File: config.mk
export PLATFORM = sky130hd
export DESIGN_NAME = hybrid_egress_sched
export DESIGN_NICKNAME = d
export VERILOG_FILES = /design/src/rtl/hes_pkg.sv /design/src/rtl/hes_cfg_regs.sv /design/src/rtl/hes_qstat.sv /design/src/rtl/hes_pick.sv /design/src/rtl/hybrid_egress_sched.sv
export SDC_FILE = /design/constraint.sdc
export NUM_CORES = 1
export LEC_CHECK = 0
export BUFFER_PORTS_ARGS = -buffer_cell sky130_fd_sc_hd__buf_2
export CORE_MARGIN = 2
export CORE_UTILIZATION = 35
export DETAILED_ROUTE_END_ITERATION = 10
export GPL_ROUTABILITY_DRIVEN = 0
export PLACE_DENSITY = 0.53
export SKIP_CTS_REPAIR_TIMING = 1
export SYNTH_ARGS = -nofsm -noshare
export SYNTH_HDL_FRONTEND = slang
export SYNTH_SLANG_ARGS = --single-unit
File: constraint.sdc
create_clock -name clk -period 5.4 [get_ports clk]
set_input_delay 0.54 -clock clk [delete_from_list [all_inputs] [get_ports clk]]
set_output_delay 0.54 -clock clk [all_outputs]
set_load 0.02 [all_outputs]
File: src/rtl/hes_pkg.sv
package hes_pkg;
    localparam int CFG_W = 8;
    localparam int CNT_W = CFG_W - 1;

    typedef logic [CNT_W-1:0] cnt_t;

    typedef struct packed {
        logic weighted;
        cnt_t count;
    } qcfg_t;

    // power-of-two defaults, saturating at the field width
    function automatic cnt_t reset_count(int q);
        if (q < CNT_W - 1) return cnt_t'(1 << q);
        return '1;
    endfunction
endpackage

File: src/rtl/hes_cfg_regs.sv
module hes_cfg_regs
    import hes_pkg::*;
#(
    parameter int NQ = 4,
    parameter int QW = 2
) (
    input  logic                clk,
    input  logic                rst_n,
    input  logic                wr_en,
    input  logic [QW-1:0]       wr_sel,
    input  logic [CFG_W-1:0]    wr_data,
    output qcfg_t [NQ-1:0]      cfg_o
);
    qcfg_t [NQ-1:0] cfg_d, cfg_q;

    always_comb begin
        cfg_d = cfg_q;
        for (int q = 0; q < NQ; q++) begin
            if (wr_en && wr_sel == QW'(q)) cfg_d[q] = qcfg_t'(wr_data);
        end
    end

    always_ff @(posedge clk or negedge rst_n) begin
        if (!rst_n) begin
            for (int q = 0; q < NQ; q++) begin
                cfg_q[q] <= '{weighted: 1'b1, count: reset_count(q)};
            end
        end else begin
            cfg_q <= cfg_d;
        end
    end

    assign cfg_o = cfg_q;
endmodule

File: src/rtl/hes_qstat.sv
module hes_qstat
    import hes_pkg::*;
(
    input  qcfg_t cfg,
    input  cnt_t  credit,
    input  logic  ne,
    output cnt_t  eff,
    output logic  strict,
    output logic  live,
    output logic  wpend,
    output logic  sreq
);
    // a zero count still grants one packet per round
    assign eff    = (cfg.count == '0) ? cnt_t'(1) : cfg.count;
    assign strict = !cfg.weighted;
    assign wpend  = ne && cfg.weighted;
    assign live   = wpend && (credit != '0);
    assign sreq   = ne && !cfg.weighted;
endmodule

File: src/rtl/hes_pick.sv
module hes_pick #(
    parameter int NQ = 4,
    parameter int QW = 2
) (
    input  logic [NQ-1:0] req,
    output logic          found,
    output logic [QW-1:0] idx
);
    // highest index wins: later iterations override earlier ones
    always_comb begin
        found = 1'b0;
        idx   = '0;
        for (int q = 0; q < NQ; q++) begin
            if (req[q]) begin
                found = 1'b1;
                idx   = QW'(q);
            end
        end
    end
endmodule

File: src/rtl/hybrid_egress_sched.sv
module hybrid_egress_sched
    import hes_pkg::*;
#(
    parameter int NQ      = 4,
    parameter int LOW_SET = 2,
    localparam int QW     = (NQ > 1) ? $clog2(NQ) : 1
) (
    input  logic             clk,
    input  logic             rst_n,
    input  logic [NQ-1:0]    q_nonempty,
    input  logic             pkt_done,
    input  logic             four_q_mode,
    input  logic             cfg_we,
    input  logic [QW-1:0]    cfg_sel,
    input  logic [CFG_W-1:0] cfg_wdata,
    output logic             grant_vld,
    output logic [QW-1:0]    grant_q
);
    typedef struct packed {
        logic                       vld;
        logic [QW-1:0]              gq;
        logic [NQ-1:0][CNT_W-1:0]   cr;
    } sched_t;

    sched_t st_d, st_q;

    qcfg_t [NQ-1:0]            cfg_q;
    logic  [NQ-1:0]            mode_mask, ne;
    logic  [NQ-1:0]            strict_v, live_v, wpend_v, sreq_v, req;
    logic  [NQ-1:0][CNT_W-1:0] eff_v, cr_dec;
    logic                      pick_found, free, reload;
    logic  [QW-1:0]            pick_idx;

    hes_cfg_regs #(.NQ(NQ), .QW(QW)) u_cfg (
        .clk     (clk),
        .rst_n   (rst_n),
        .wr_en   (cfg_we),
        .wr_sel  (cfg_sel),
        .wr_data (cfg_wdata),
        .cfg_o   (cfg_q)
    );

    for (genvar q = 0; q < NQ; q++) begin : g_q
        if (q < LOW_SET) begin : g_low
            assign mode_mask[q] = 1'b1;
        end else begin : g_high
            assign mode_mask[q] = four_q_mode;
        end

        hes_qstat u_stat (
            .cfg    (cfg_q[q]),
            .credit (cr_dec[q]),
            .ne     (ne[q]),
            .eff    (eff_v[q]),
            .strict (strict_v[q]),
            .live   (live_v[q]),
            .wpend  (wpend_v[q]),
            .sreq   (sreq_v[q])
        );
    end

    assign ne = q_nonempty & mode_mask;

    // spend one credit of the granted weighted queue when its packet ends
    always_comb begin
        cr_dec = st_q.cr;
        if (st_q.vld && pkt_done && !strict_v[st_q.gq] && st_q.cr[st_q.gq] != '0) begin
            cr_dec[st_q.gq] = st_q.cr[st_q.gq] - 1'b1;
        end
    end

    assign free   = !st_q.vld || pkt_done;
    assign reload = (|ne) && !(|live_v);
    assign req    = sreq_v | (reload ? wpend_v : live_v);

    hes_pick #(.NQ(NQ), .QW(QW)) u_pick (
        .req   (req),
        .found (pick_found),
        .idx   (pick_idx)
    );

    always_comb begin
        st_d    = st_q;
        st_d.cr = cr_dec;
        if (free) begin
            st_d.vld = pick_found;
            if (pick_found) st_d.gq = pick_idx;
            if (reload)     st_d.cr = eff_v;
        end
    end

    always_ff @(posedge clk or negedge rst_n) begin
        if (!rst_n) begin
            st_q.vld <= 1'b0;
            st_q.gq  <= '0;
            for (int q = 0; q < NQ; q++) st_q.cr[q] <= reset_count(q);
        end else begin
            st_q <= st_d;
        end
    end

    assign grant_vld = st_q.vld;
    assign grant_q   = st_q.gq;
endmodule

==> flow_metrics.env <==
export IMPL_cts_sinks=63
export IMPL_cts_tree="built"
export IMPL_wl_met2_mm=3.912
export IMPL_rr_worst_depth=13
export IMPL_ioPinCount=22
export IMPL_dp_slack_ns=0.7492
export IMPL_cts_root_buf="clkbuf_8"
export IMPL_syn_area_mm2=0.003377
export IMPL_critPathArrivalTime_ns=4.89
export IMPL_grt_overflow_total=0
export IMPL_powerDensity_mw_per_mm2=512.2
export IMPL_async_reset_ff_share_pct=100.0
export IMPL_portBuffers=21
export IMPL_yosys_warnings=0
export IMPL_rsz0062_at_grt="no"
export IMPL_r2r_start="grant_q[0]$_DFFE_PN0P_"
export IMPL_syn_to_final_growth_pct=12.15
export IMPL_clockBufferDepth=2
export IMPL_syn_area_per_cell_um2=10.93
export IMPL_p_leak_nw=1.508
export IMPL_cts_max_level=3
export IMPL_min_period_ns=4.660
export IMPL_post_route_period_util_pct=86.29
export IMPL_grt_pass1_wl_mm=14.17
export IMPL_worstSetupEndpoint="st_q[1]$_DFF_PN0_"
export IMPL_die_w_um=102.2
export IMPL_grt_max_degree=64
export IMPL_fmax_ghz=0.2146
export IMPL_end_kind="register"
export IMPL_outcome="finished, final reports clean"
export IMPL_vias_per_cell=5.196
export IMPL_dr_max_layer_used="met4"
export IMPL_yosysSeqAreaShare_pct=47.13
export IMPL_netlist_instances=309
export IMPL_worstMarginPinSlew_ns=0.8289
export IMPL_crit_required_ns=5.63
export IMPL_antenna_found_initial=0
export IMPL_fin_nets=352
export IMPL_hold_path_class="in2async"
export IMPL_synth_fp_nets=330
export IMPL_synth_distinct_cells=47
export IMPL_clk_pin_slew_ns=0.07
export IMPL_start_util_pct=36.37
export IMPL_first_global_vias=2553
export IMPL_crit_path_max_fanout=56
export IMPL_tns_ns=0
export IMPL_rows=35
export IMPL_drc_errors=0
export IMPL_setup_violations=0
export IMPL_placed_cells=449
export IMPL_finalHoldViolCount=0
export IMPL_firstDrtPassIters=4
export IMPL_r2r_setup_slack_ns=0.74
export IMPL_clock_latency_ns=0.34
export IMPL_finalNonFillerCells=465
export IMPL_crit_type="reg2reg"
export IMPL_worstSetupStartpoint="grant_q[0]$_DFFE_PN0P_"
export IMPL_drt_first_iter_violations=155
export IMPL_max_slew_margin_rel_pct=44.63
export IMPL_wl_met3_um=311
export IMPL_r2r_end="st_q[1]$_DFF_PN0_"
export IMPL_dieArea_mm2=0.01045
export IMPL_ir_worst_vdd_mv=0.1875
export IMPL_m1WireLength_mm=4.254
export IMPL_core_area_mm2=0.009284
export IMPL_setup_worst_path_start_class="register"
export IMPL_vias=2416
export IMPL_maxCapViolCount=0
export IMPL_die_h_um=102.2
export IMPL_wl_per_cell_um=18.36
export IMPL_ant_nets=0
export IMPL_drt_wl_total_mm=8.537
export IMPL_yosysTopAreaCell="dfrtp_1"
export IMPL_cts_buffers=9
export IMPL_yosys_top_cells_area="dfrtp_1 38%, mux2_2 11%, dfstp_2 9.3%"
export IMPL_skew_ns=0.008557
export IMPL_ys_ff_latch=63
export IMPL_grtUsageTotal_pct=18.12
export IMPL_synth_enable_flop_cells=0
export IMPL_nFillCells=929
export IMPL_synth_top_flop_cell="dfrtp_1"
export IMPL_synth_top_area_share_pct=37.79
export IMPL_antennaDiodeCount=0
export IMPL_finalWorstSetupSlack_ns=0.7401
export IMPL_dp_hpwl_mm=6.213
export IMPL_drive_gt1_share_pct=29.46
export IMPL_finalMaxSlewViolations=0
export IMPL_utilization_pct=40.80
-- per-stage QoR --
| step | power [mW] | area, µm² | hold WS, ns |
|---|---|---|---|
| global route | 2.077 | 3787 | 0.4351 |
| global placement | 1.520 | 3590 | 0.4788 |
| floorplan | 1.315 | 3377 | 0.2444 |
| detailed placement | 1.528 | 3590 | 0.4820 |
| finish | 1.940 | 3787 | 0.3560 |
| CTS | 1.948 | 3787 | 0.3891 |
-- critical path: stages (launching register included) --
cell,delay (ns)
dfrtp_1,0.77
mux4_2,0.66
inv_1,0.15
ha_1,0.20
inv_1,0.09
a211oi_1,0.29
xor2_1,0.25
a2111oi_2,0.56
a21oi_1,0.13
a211o_1,0.36
nor4_4,0.30
buf_4,0.48
a211oi_1,0.11
a21o_1,0.19
-- synthesized netlist by cell type, types with 3 or more instances --
master    count
a211oi_1      5
a21oi_1      11
buf_4         3
buf_6         6
clkbuf_1      4
dfrtp_1      51
dfstp_2      12
inv_1         5
mux2_2       32
mux2i_1      20
mux4_2        7
nand2_1      35
nand2b_1      4
nand3_1       4
nand3b_1      3
nor2_1       18
nor3_1       12
nor4_1        6
o21ai_0      14
o21ai_1      16
xor2_1        3
-- worst min-delay path by stage --
| stage | end | depth (start not counted) | from | slack, ns |
|---|---|---|---|---|
| after floorplan | grant_q[0]$_DFFE_PN0P_ | 0 | rst_n | 0.24 |
| after global placement | st_q[19]$_DFF_PN0_ | 2 | u_cfg.cfg_o[21]$_DFFE_PN0P_ | 0.48 |
| after detailed placement | st_q[24]$_DFF_PN1_ | 2 | u_cfg.cfg_o[27]$_DFFE_PN1P_ | 0.48 |
| after CTS | u_cfg.cfg_o[11]$_DFFE_PN0P_ | 2 | rst_n | 0.39 |
| after global routing | st_q[9]$_DFF_PN0_ | 2 | rst_n | 0.44 |
| final | u_cfg.cfg_o[11]$_DFFE_PN0P_ | 2 | rst_n | 0.36 |
-- power breakdown --
group,switching (mW),internal [mW]
logic,0.417,0.306
registers,0.165,0.640
clock network,0.187,0.226
total,0.768,1.17
-- routing by layer --
metal | vias to the layer above | GRT usage, %
met5 | - | 0
met1 | 1196 | 25.71
met2 | 45 | 27.13
met4 | 0 | 6.769
li1 | 1171 | -
met3 | 4 | 4.172
-- layout make-up --
cell class | count | area [µm²] | area share, %
multi-input cells | 226 | 1675 | 44.24
flip-flops and latches | 63 | 1592 | 42.02
well taps | 129 | 161.4 | 4.262
repair buffers | 26 | 142.6 | 3.766
clock buffers | 11 | 141.4 | 3.733
clock inverters | 5 | 56.30 | 1.487
inverters | 5 | 18.77 | 0.4955
-- sequential cells by signal, indices dropped and copies added (netlist names) --
name / count
st_q: 28
grant_vld: 1
grant_q: 2
u_cfg.cfg_o: 32
-- placed cells by master, fill, tap and decap left out, drive strengths merged, types with 3 or more instances in the layout --
cell type	instances
a211oi	5
a21oi	12
buf	26
clkbuf	11
dfrtp	51
dfstp	12
inv	6
mux2	32
mux2i	20
mux4	7
nand2	35
nand2b	4
nand3	4
nand3b	3
nor2	19
nor3	12
nor4	7
o21ai	30
or4	3
xor2	3
-- kinds of logic (layout without fill, tap and decap cells) --
group | Yosys count | count (layout) | share of synthesized area, %
AND/OR/NAND/NOR | 100 | 100 | 14.97
flip-flops | 63 | 63 | 47.13
buffers and inverters | 20 | 47 | 3.890
multiplexers | 59 | 59 | 21.27
XOR/XNOR | 5 | 5 | 1.297
AO/OA/AOI/OAI | 60 | 60 | 10.71
adder cells (fa/ha/maj) | 2 | 2 | 0.7409
No activity file was read; power rests on OpenSTA's default activity.
